==> src/rtl/pgdec_pkg.sv <==
// Shared types for the paged byte router.
// Assumes a host data path of four byte lanes.
package pgdec_pkg;

    typedef enum logic [1:0] {
        SZ_BYTE = 2'd0,
        SZ_HALF = 2'd1,
        SZ_WORD = 2'd2,
        SZ_WORD_ALT = 2'd3
    } acc_size_t;

    // Number of byte sub-accesses for a size code, minus one.
    function automatic logic [1:0] last_lane(input logic [1:0] size);
        case (size)
            SZ_BYTE: last_lane = 2'd0;
            SZ_HALF: last_lane = 2'd1;
            default: last_lane = 2'd3;
        endcase
    endfunction

endpackage

==> src/rtl/access_sequencer.sv <==
// Access sequencer: accepts one host access while idle and walks its bytes,
// one per clock, from the start address upward. It raises done for one cycle
// after the last byte. It assumes the targets finish each byte in one cycle.
module access_sequencer #(
    parameter int AW = 16,
    parameter int DW = 32
) (
    input  logic          clk,
    input  logic          rst_n,
    input  logic          req,
    input  logic          we,
    input  logic [1:0]    size,
    input  logic [AW-1:0] addr,
    input  logic [DW-1:0] wdata,
    output logic          accept,
    output logic          busy,
    output logic          done,
    output logic [AW-1:0] cur_addr,
    output logic          cur_we,
    output logic [7:0]    cur_wdata,
    output logic [$clog2(DW/8)-1:0] lane
);
    import pgdec_pkg::*;

    localparam int LANES = DW / 8;
    localparam int IW    = $clog2(LANES);

    logic          busy_q;
    logic          done_q;
    logic          we_q;
    logic [AW-1:0] base_q;
    logic [DW-1:0] wdata_q;
    logic [IW-1:0] idx_q;
    logic [IW-1:0] last_q;

    assign accept = req && !busy_q;

    // Capture a new access, step through its bytes, flag completion.
    always_ff @(posedge clk) begin
        if (!rst_n) begin
            busy_q  <= 1'b0;
            done_q  <= 1'b0;
            we_q    <= 1'b0;
            base_q  <= '0;
            wdata_q <= '0;
            idx_q   <= '0;
            last_q  <= '0;
        end else begin
            done_q <= 1'b0;
            if (!busy_q) begin
                if (req) begin
                    busy_q  <= 1'b1;
                    we_q    <= we;
                    base_q  <= addr;
                    wdata_q <= wdata;
                    idx_q   <= '0;
                    last_q  <= IW'(last_lane(size));
                end
            end else if (idx_q == last_q) begin
                busy_q <= 1'b0;
                done_q <= 1'b1;
            end else begin
                idx_q <= idx_q + 1'b1;
            end
        end
    end

    // Present the current byte address and its write lane.
    always_comb begin
        cur_addr  = base_q + AW'(idx_q);
        cur_wdata = wdata_q[{idx_q, 3'b000} +: 8];
    end

    assign busy   = busy_q;
    assign done   = done_q;
    assign cur_we = we_q;
    assign lane   = idx_q;

    p_idx_bound_r7: assert property (@(posedge clk) disable iff (!rst_n)
        busy_q |-> (idx_q <= last_q));
    p_done_pulse_r9: assert property (@(posedge clk) disable iff (!rst_n)
        done_q |=> !done_q);
    p_done_after_busy_r9: assert property (@(posedge clk) disable iff (!rst_n)
        done_q |-> $past(busy_q));
    p_busy_holds_addr_r9: assert property (@(posedge clk) disable iff (!rst_n)
        (busy_q && $past(busy_q)) |-> $stable(base_q));

endmodule

==> src/rtl/page_decoder.sv <==
// Page decoder: maps the current byte address to one target. The fixed pages
// 0 and 1 are tested before the programmable window. It assumes active is low
// whenever no byte is in flight.
module page_decoder #(
    parameter int AW = 16
) (
    input  logic          clk,
    input  logic          rst_n,
    input  logic          active,
    input  logic [AW-1:0] addr,
    input  logic [AW-9:0] win_base,
    input  logic          win_en,
    output logic          sys_sel,
    output logic          cfg_sel,
    output logic          win_sel,
    output logic          claimed,
    output logic [7:0]    offset
);
    localparam int PW = AW - 8;

    logic [PW-1:0] page;

    assign page   = addr[AW-1:8];
    assign offset = addr[7:0];

    // Priority decode: system page, then config page, then the window.
    always_comb begin
        sys_sel = 1'b0;
        cfg_sel = 1'b0;
        win_sel = 1'b0;
        if (active) begin
            if (page == PW'(0))
                sys_sel = 1'b1;
            else if (page == PW'(1))
                cfg_sel = 1'b1;
            else if (win_en && (page == win_base))
                win_sel = 1'b1;
        end
    end

    assign claimed = sys_sel || cfg_sel || win_sel;

    p_one_target_r1: assert property (@(posedge clk) disable iff (!rst_n)
        $onehot0({sys_sel, cfg_sel, win_sel}));
    p_window_gated_r3: assert property (@(posedge clk) disable iff (!rst_n)
        win_sel |-> win_en);
    p_fixed_first_r4: assert property (@(posedge clk) disable iff (!rst_n)
        (active && addr[AW-1:8] == PW'(0)) |-> sys_sel);
    p_idle_quiet_r9: assert property (@(posedge clk) disable iff (!rst_n)
        !active |-> !(sys_sel || cfg_sel || win_sel));

endmodule

==> src/rtl/read_assembler.sv <==
// Read assembler: one byte register per lane. It clears all lanes when an
// access is accepted and loads the lane named by the sequencer on each read
// byte. It assumes byte_in is already zero for unclaimed bytes.
module read_assembler #(
    parameter int DW = 32
) (
    input  logic          clk,
    input  logic          rst_n,
    input  logic          start,
    input  logic          capture,
    input  logic [$clog2(DW/8)-1:0] lane,
    input  logic [7:0]    byte_in,
    output logic [DW-1:0] rdata
);
    localparam int LANES = DW / 8;
    localparam int IW    = $clog2(LANES);

    logic [7:0] lane_q [LANES];

    for (genvar g = 0; g < LANES; g++) begin : g_lane
        // Hold one byte lane of the host read word.
        always_ff @(posedge clk) begin
            if (!rst_n)
                lane_q[g] <= '0;
            else if (start)
                lane_q[g] <= '0;
            else if (capture && lane == IW'(g))
                lane_q[g] <= byte_in;
        end
        assign rdata[g*8 +: 8] = lane_q[g];
    end

    p_clear_on_start_r8: assert property (@(posedge clk) disable iff (!rst_n)
        start |=> (rdata == '0));
    p_quiet_hold_r8: assert property (@(posedge clk) disable iff (!rst_n)
        (!start && !capture) |=> $stable(rdata));

endmodule

==> src/rtl/drop_counter.sv <==
// Drop counter: counts dropped write bytes and saturates at all ones.
// It assumes at most one drop per clock.
module drop_counter #(
    parameter int CW = 8
) (
    input  logic          clk,
    input  logic          rst_n,
    input  logic          hit,
    output logic [CW-1:0] count
);
    localparam logic [CW-1:0] MAXV = '1;

    logic [CW-1:0] cnt_q;

    // Saturating increment on each dropped byte.
    always_ff @(posedge clk) begin
        if (!rst_n)
            cnt_q <= '0;
        else if (hit && cnt_q != MAXV)
            cnt_q <= cnt_q + 1'b1;
    end

    assign count = cnt_q;

    p_step_r6: assert property (@(posedge clk) disable iff (!rst_n)
        (hit && cnt_q != MAXV) |=> (cnt_q == $past(cnt_q) + 1'b1));
    p_hold_r6: assert property (@(posedge clk) disable iff (!rst_n)
        !hit |=> $stable(cnt_q));
    p_saturate_r6: assert property (@(posedge clk) disable iff (!rst_n)
        (cnt_q == MAXV) |=> (cnt_q == MAXV));

endmodule

==> src/rtl/paged_byte_router.sv <==
// Paged byte router top: splits host accesses into bytes, decodes each byte
// to one of three byte targets, packs read data and counts dropped writes.
// It assumes the targets return read data combinationally in the select cycle.
module paged_byte_router #(
    parameter int AW = 16,
    parameter int DW = 32,
    parameter int CW = 8
) (
    input  logic          clk,
    input  logic          rst_n,
    input  logic          host_req,
    input  logic          host_we,
    input  logic [1:0]    host_size,
    input  logic [AW-1:0] host_addr,
    input  logic [DW-1:0] host_wdata,
    output logic          host_busy,
    output logic          host_done,
    output logic [DW-1:0] host_rdata,
    input  logic [AW-9:0] win_base,
    input  logic          win_en,
    output logic          sys_sel,
    output logic          cfg_sel,
    output logic          win_sel,
    output logic          tgt_we,
    output logic [7:0]    tgt_off,
    output logic [7:0]    tgt_wdata,
    input  logic [7:0]    sys_rdata,
    input  logic [7:0]    cfg_rdata,
    input  logic [7:0]    win_rdata,
    output logic [CW-1:0] drop_count
);
    localparam int IW = $clog2(DW / 8);

    logic          accept;
    logic          busy;
    logic          cur_we;
    logic [AW-1:0] cur_addr;
    logic [7:0]    cur_wdata;
    logic [IW-1:0] lane;
    logic          claimed;
    logic [7:0]    rd_byte;

    access_sequencer #(.AW(AW), .DW(DW)) u_seq (
        .clk(clk), .rst_n(rst_n),
        .req(host_req), .we(host_we), .size(host_size),
        .addr(host_addr), .wdata(host_wdata),
        .accept(accept), .busy(busy), .done(host_done),
        .cur_addr(cur_addr), .cur_we(cur_we), .cur_wdata(cur_wdata),
        .lane(lane)
    );

    page_decoder #(.AW(AW)) u_dec (
        .clk(clk), .rst_n(rst_n),
        .active(busy), .addr(cur_addr),
        .win_base(win_base), .win_en(win_en),
        .sys_sel(sys_sel), .cfg_sel(cfg_sel), .win_sel(win_sel),
        .claimed(claimed), .offset(tgt_off)
    );

    // Pick the read byte of the selected target, zero when unclaimed.
    always_comb begin
        if (sys_sel)
            rd_byte = sys_rdata;
        else if (cfg_sel)
            rd_byte = cfg_rdata;
        else if (win_sel)
            rd_byte = win_rdata;
        else
            rd_byte = 8'h00;
    end

    read_assembler #(.DW(DW)) u_rd (
        .clk(clk), .rst_n(rst_n),
        .start(accept), .capture(busy && !cur_we),
        .lane(lane), .byte_in(rd_byte), .rdata(host_rdata)
    );

    drop_counter #(.CW(CW)) u_drop (
        .clk(clk), .rst_n(rst_n),
        .hit(busy && cur_we && !claimed),
        .count(drop_count)
    );

    assign host_busy = busy;
    assign tgt_we    = busy && cur_we;
    assign tgt_wdata = cur_wdata;

    p_write_strobe_r7: assert property (@(posedge clk) disable iff (!rst_n)
        tgt_we |-> host_busy);

endmodule

==> config.mk <==
export PLATFORM = sky130hd
export DESIGN_NAME = paged_byte_router
export DESIGN_NICKNAME = d
export VERILOG_FILES = /design/src/rtl/pgdec_pkg.sv /design/src/rtl/access_sequencer.sv /design/src/rtl/page_decoder.sv /design/src/rtl/read_assembler.sv /design/src/rtl/drop_counter.sv /design/src/rtl/paged_byte_router.sv
export SDC_FILE = /design/constraint.sdc
export NUM_CORES = 1
export LEC_CHECK = 0
export ABC_AREA = 1
export BUFFER_PORTS_ARGS = -buffer_cell sky130_fd_sc_hd__buf_2
export CAP_MARGIN = 20
export CORE_MARGIN = 5
export CORE_UTILIZATION = 25
export CTS_BUF_LIST = sky130_fd_sc_hd__clkbuf_16
export DETAILED_ROUTE_END_ITERATION = 8
export GPL_TIMING_DRIVEN = 0
export SLEW_MARGIN = 20
export SYNTH_ARGS = -nofsm -noshare
export SYNTH_HDL_FRONTEND = slang
export SYNTH_HIERARCHICAL = 1
export SYNTH_SLANG_ARGS = --single-unit
==> constraint.sdc <==
create_clock -name clk -period 3.8 [get_ports clk]
set_input_delay 0.38 -clock clk [delete_from_list [all_inputs] [get_ports clk]]
set_output_delay 0.38 -clock clk [all_outputs]
set_load 0.02 [all_outputs]
After elaboration in Yosys (flattened, before gate mapping)

Memories as Yosys holds them, arrays and structs flattened.
Cells that the tools add are included.

Input port bits: 87
Memory bits (writable): 32
Register bits after elaboration: 63
Word-level logic and storage cells: 101
Memories kept: 1
Output and inout bits: 62

Memory list:

| memory      | words | width | rd ports | clocked after memory_dff | wr ports | RTL line             | RTL |
|---|---|---|---|---|---|---|---|
| u_rd.lane_q | 4     | 8     | 4        | 0                        | 4        | read_assembler.sv:18 | `logic [7:0] lane_q [LANES];` |

Bitwise operators: 9
$add $sub $neg: 3
Reductions and logical operators: 22
Equality and inequality tests: 9
Shift-type cells: 1
Muxes and demuxes: 48

Operators with widths:

| operator                                             | count |
|---|---|
| two-way mux 8 bit                                    | 11 |
| two-way mux 1 bit                                    | 33 |
| variable part select 32 x 6 -> 8 bit                 | 1 |
| adder 16 x 2 -> 16 bit                               | 1 |
| logical AND 1 bit                                    | 10 |
| adder 8 x 1 -> 8 bit (second input constant)         | 1 |
| equality test 8 x 1 -> 1 bit (second input constant) | 1 |
| equality test 8 bit                                  | 1 |
| logical NOT 8 bit                                    | 1 |
| != test 8 bit (second input constant)                | 1 |
| OR 1 bit                                             | 8 |
| two-way mux 2 bit                                    | 3 |
| AND reduction 2 bit                                  | 3 |
| equality test 2 x 1 -> 1 bit (second input constant) | 2 |
| equality test 2 bit (second input constant)          | 2 |
| logical NOT 2 bit                                    | 2 |
| case mux 2 bit (2 select lines)                      | 1 |
| logical NOT 1 bit                                    | 3 |
| adder 2 x 1 -> 2 bit (second input constant)         | 1 |
| equality test 2 bit                                  | 1 |
| logical OR 1 bit                                     | 2 |
| != test 2 bit (second input constant)                | 1 |
| nonzero test 2 bit                                   | 1 |
| NOT 1 bit                                            | 1 |

Logic depth before layout (Yosys ltp)

Depth in word-level cells: 11
Depth in mapped cells: 22
Depth with buffers taken out: 22

Modules after synthesis

The synthesis kept the hierarchy.

By module, submodules not included:

| module            | times used | area an instance (µm²) | seq. area each (µm²) | cells each |
|---|---|---|---|---|
| access_sequencer  | 1          | 2484.9                 | 1101.1               | 342 |
| read_assembler    | 1          | 1224.9                 | 960.9                | 89 |
| drop_counter      | 1          | 496.7                  | 160.2                | 76 |
| page_decoder      | 1          | 324.1                  | 0.0                  | 75 |
| paged_byte_router | 1          | 271.5                  | 0.0                  | 66 |

Worst setup path after synthesis

No wires, ideal clock.

Path kind: register -> register
Start point: register u_seq.idx_q[1], in the netlist u_seq/lane[1]
End point: memory u_rd.lane_q[1][0], data pin
Path slack: 668 ps
Buffers on the path: 2
Arrival: 2973 ps
Cell stages (with the launch flop): 23
Data required time: 3640 ps
Period minus slack after synthesis: 3132 ps
Library setup time: 160 ps
Cells stage by stage: dfxtp_1 -> buf_2 -> inv_1 -> fa_1 -> nor2_2 -> nand2_2 -> nor2_2 -> xor2_1 -> inv_1 -> nand2_1 -> nand2_1 -> nor2_1 -> nand2_1 -> nor2_1 -> nand2_1 -> inv_1 -> clkbuf_2 -> nand2_1 -> nor2_1 -> nor2_1 -> nor2_1 -> inv_1 -> nor3_1

RTL lines:

| element                | RTL line               | RTL |
|---|---|---|
| from (decl)            | access_sequencer.sv:33 | `logic [IW-1:0] idx_q;` |
| from (signal assigned) | access_sequencer.sv:63 | `idx_q <= idx_q + 1'b1;` |
| to (decl)              | read_assembler.sv:18   |  |

==> impl_metrics.csv <==
group,metric,value,unit
die,dieArea,22100,um2
power,total_power,2.48,mW
place,gp_congestion,0.811,
sta,maxSlewHeadroom,29.1,%
grt,grt.overflow.total,0,
setup_path,cp.arrival,3.54,ns
layout,num-fill-cells,2034,
route,drcViolationCount,0,
sta,finalHoldViolCount,0,
die,fp-row-count,50,
clock_tree,h-tree-depth,3,
outcome,outcome,"finished, final reports clean",
sta,period_share,88.5,%
sta,tns,0,ns
clock_tree,cts_root_buf,"clkbuf_16",
route,wl_per_cell,13.4,um
logic_synthesis,seq_area_frac_synth,46.3,%
sta,slew_viol_final,0,
layout,final_cells,1073,
setup_path,crit_buf_inv,6,
layout,antennaDiodeCount,0,
die,die_h,149,um
setup_path,cpMostUsedCell,"nand2_1",
sta,fmax,297,MHz
route,viasPerCell,4.23,
layout,layout.nets,899,
die,ioPinCount,149,
place,dp_cells,1056,
setup_path,critical-path-max-stage-delay,0.47,ns
clock_tree,cts.clk_slew.worst_paths,0.06,ns
sta,worstMarginPinSlew,1.05,ns
sta,setup_viol,0,
grt,grt_pass1_wl,22300,um
route,drt_wl_total,14300,um
route,dr.pass1.iters,6,
route,vias,4539,
clock_tree,clk_latency,0.35,ns
min_path,hp-class,"input pin to flop",
clock_tree,cts_tree,"built",
layout,area_growth,28.9,%
route,dr.first_iter.drc_count,249,
clock_tree,clock_sinks,95,
job,drv_cap,0,
setup_path,crit_path_end_kind,"flop",
clock_tree,numCtsBuffers,9,
logic_synthesis,syn_area,4800,um2
power,vdd_drop_max,208,uV
setup_path,cp-start-kind,"flop",
clock_tree,hold_buffers,0,
grt,grt_pass1_vias,4352,
place,io_buffers,148,
place,post-dp-hpwl,11300,um
setup_path,crit_type,"flop to flop",
logic_synthesis,synth_cell_types,33,
route,antenna_left,0,
sta,rsz0062_at_grt,"no",
power,leakagePower,2.93,nW
setup_path,path_cells,"buf_4 -> clkinvlp_4 -> fa_2 -> nor2_4 -> nand2_2 -> xnor2_1 -> inv_1 -> nand2_1 -> nand2_1 -> nor2_2 -> nand2_1 -> nor2_1 -> nand2_1 -> inv_1 -> clkbuf_2 -> nand2_1 -> nor2_1 -> nor2_1 -> nor2_1 -> inv_1 -> nor3_1",
die,initial_core_util,25.5,%
setup_path,critPathTopFamily,"simple AND/OR/NAND/NOR gates",
die,die_width,149,um
layout,drive_gt1_share,26.7,%
sta,period_minus_slack,3.36,ns
setup_path,slowest_stage,"fa_2",
setup_path,cp.required,3.97,ns
grt,track_usage,12.9,%
power,pwr_density_cell,401,nW/um2
logic_synthesis,postSynthAreaPerCell,7.41,um2
logic_synthesis,synth_nets,739,
clock_tree,cts.path.max_buffers,2,
layout,utilization,32.9,%
logic_synthesis,synth_cells,648,
sta,fin_skew,0.00818,ns
grt,antenna_found_initial,0,
setup_path,cp_max_fo,10,
logic_synthesis,yosys_warnings,6,
logic_synthesis,yosys_register_bits,95,
grt,grt_max_degree,15,
die,core,18800,um2
## sequential cells by signal (all words and copies together), names as in the netlist
signal / count
u_drop/count: 8
u_seq/wdata_q: 32
u_seq/busy: 1
u_seq/last_q: 2
u_seq/base_q: 16
u_seq/lane: 2
u_seq/cur_we: 1
u_rd/lane_q: 32
u_seq/done: 1
## synth_stat cells, drive strengths merged
library cell	instances	area, um2
dfxtp	63	1260
a21o	1	7.51
nand3b	2	15.0
ha	3	37.5
nor3	24	136
nand3	25	150
fa	1	20.0
xor2	11	96.3
clkbuf	11	43.8
o21ai	69	345
nand2	99	387
xnor2	6	52.6
edfxtp	32	961
a211oi	1	7.51
a21oi	15	75.1
nor2	192	743
nand4	1	6.26
inv	60	225
buf	24	181
o22ai	8	50.1
## power by group
group	total, mW	internal [mW]	switching [mW]
registers	1.17	1.12	0.0449
clock network	0.874	0.500	0.375
logic	0.439	0.159	0.280
total	2.48	1.78	0.700
## through the flow
stage	setup slack, ns	hold WS, ns	instance area (um2)
6_report	0.436	0.277	6190
5_1_grt	0.0194	0.290	6190
4_1_cts	0.0351	0.263	6150
3_5_place_dp	0.00905	0.468	5870
3_3_place_gp	0.0302	0.462	5870
2_1_floorplan	0.668	0.450	4800
## worst reg2reg max path, stage by stage, from the launching register on
cell and delay, ns:
dfxtp_2 0.42, buf_4 0.22, clkinvlp_4 0.15, fa_2 0.47
nor2_4 0.17, nand2_2 0.08, xnor2_1 0.32, inv_1 0.07
nand2_1 0.06, nand2_1 0.06, nor2_2 0.07, nand2_1 0.05
nor2_1 0.10, nand2_1 0.07, inv_1 0.06, clkbuf_2 0.19
nand2_1 0.07, nor2_1 0.09, nor2_1 0.06, nor2_1 0.08
inv_1 0.10, nor3_1 0.22
## kinds of logic (layout without fill, tap and decap cells)
logic type      Yosys count  after routing  share of synthesized area, %
compound gates           94             94                          10.1
buf+inv                  95            260                          9.38
xor+xnor                 17             17                          3.10
simple gates            343            343                          29.9
fa+ha+maj                 4              4                          1.20
flops                    95             95                          46.3
## per-layer routing
metal | vias to the layer above | share of wire (%) | GRT usage [%]
met1 | 2010 | 46 | 16.3
li1 | 2386 | - | -
met5 | - | 0 | 0
met3 | 12 | 6.2 | 3.60
met2 | 131 | 47 | 21.8
met4 | 0 | 0.99 | 3.19
## worst paths after layout
path                                         from                end  slack [ns]  depth (start not counted)
worst max-delay path                u_seq/lane[1]  u_rd/lane_q[1][0]        0.44                         21
worst min-delay path                host_wdata[1]   u_seq/wdata_q[1]        0.28                          3
worst max register to register      u_seq/lane[1]  u_rd/lane_q[1][0]        0.44                         21
worst min register to register  u_seq/wdata_q[20]  u_seq/wdata_q[20]        0.48                          2
## cell usage in the layout, fill, tap and decap left out, types with 3 or more instances in the layout
cell       synthesis  final
nand3_1           20     20
nor3_1            22     22
xor2_1            11     11
inv_2              6      6
clkbuf_1           9      9
buf_4             10     12
nor2_1           185    184
ha_1               3      3
nand2_1           93     93
dfxtp_1           63     61
nor2_2             6      6
edfxtp_1          32     32
a21oi_1           15     15
nand3_2            5      5
xnor2_1            6      5
nand2_2            6      6
buf_2              9    156
o21ai_0           69     67
clkbuf_16          0      9
inv_1             54     56
o22ai_1            8      8
## what timing repair did
| action | CTS | global route |
|---|---|---|
| buffers inserted | 0 | 1 |
| resized for setup | 1 | 9 |
| setup endpoints to repair | 1 | 41 |
## final cells by class
| type | count | area (um2) | share of cell area [%] |
|---|---|---|---|
| clock buffer | 9 | 225 | 3.64 |
| sequential | 95 | 2220 | 35.9 |
| multi-input combinational | 458 | 2150 | 34.8 |
| timing repair buffer | 149 | 748 | 12.1 |
| buffer | 35 | 228 | 3.68 |
| inverter | 60 | 229 | 3.70 |
| clock inverter | 7 | 57.6 | 0.930 |
| tap | 260 | 325 | 5.25 |
Power figures use the tool's default switching activity.
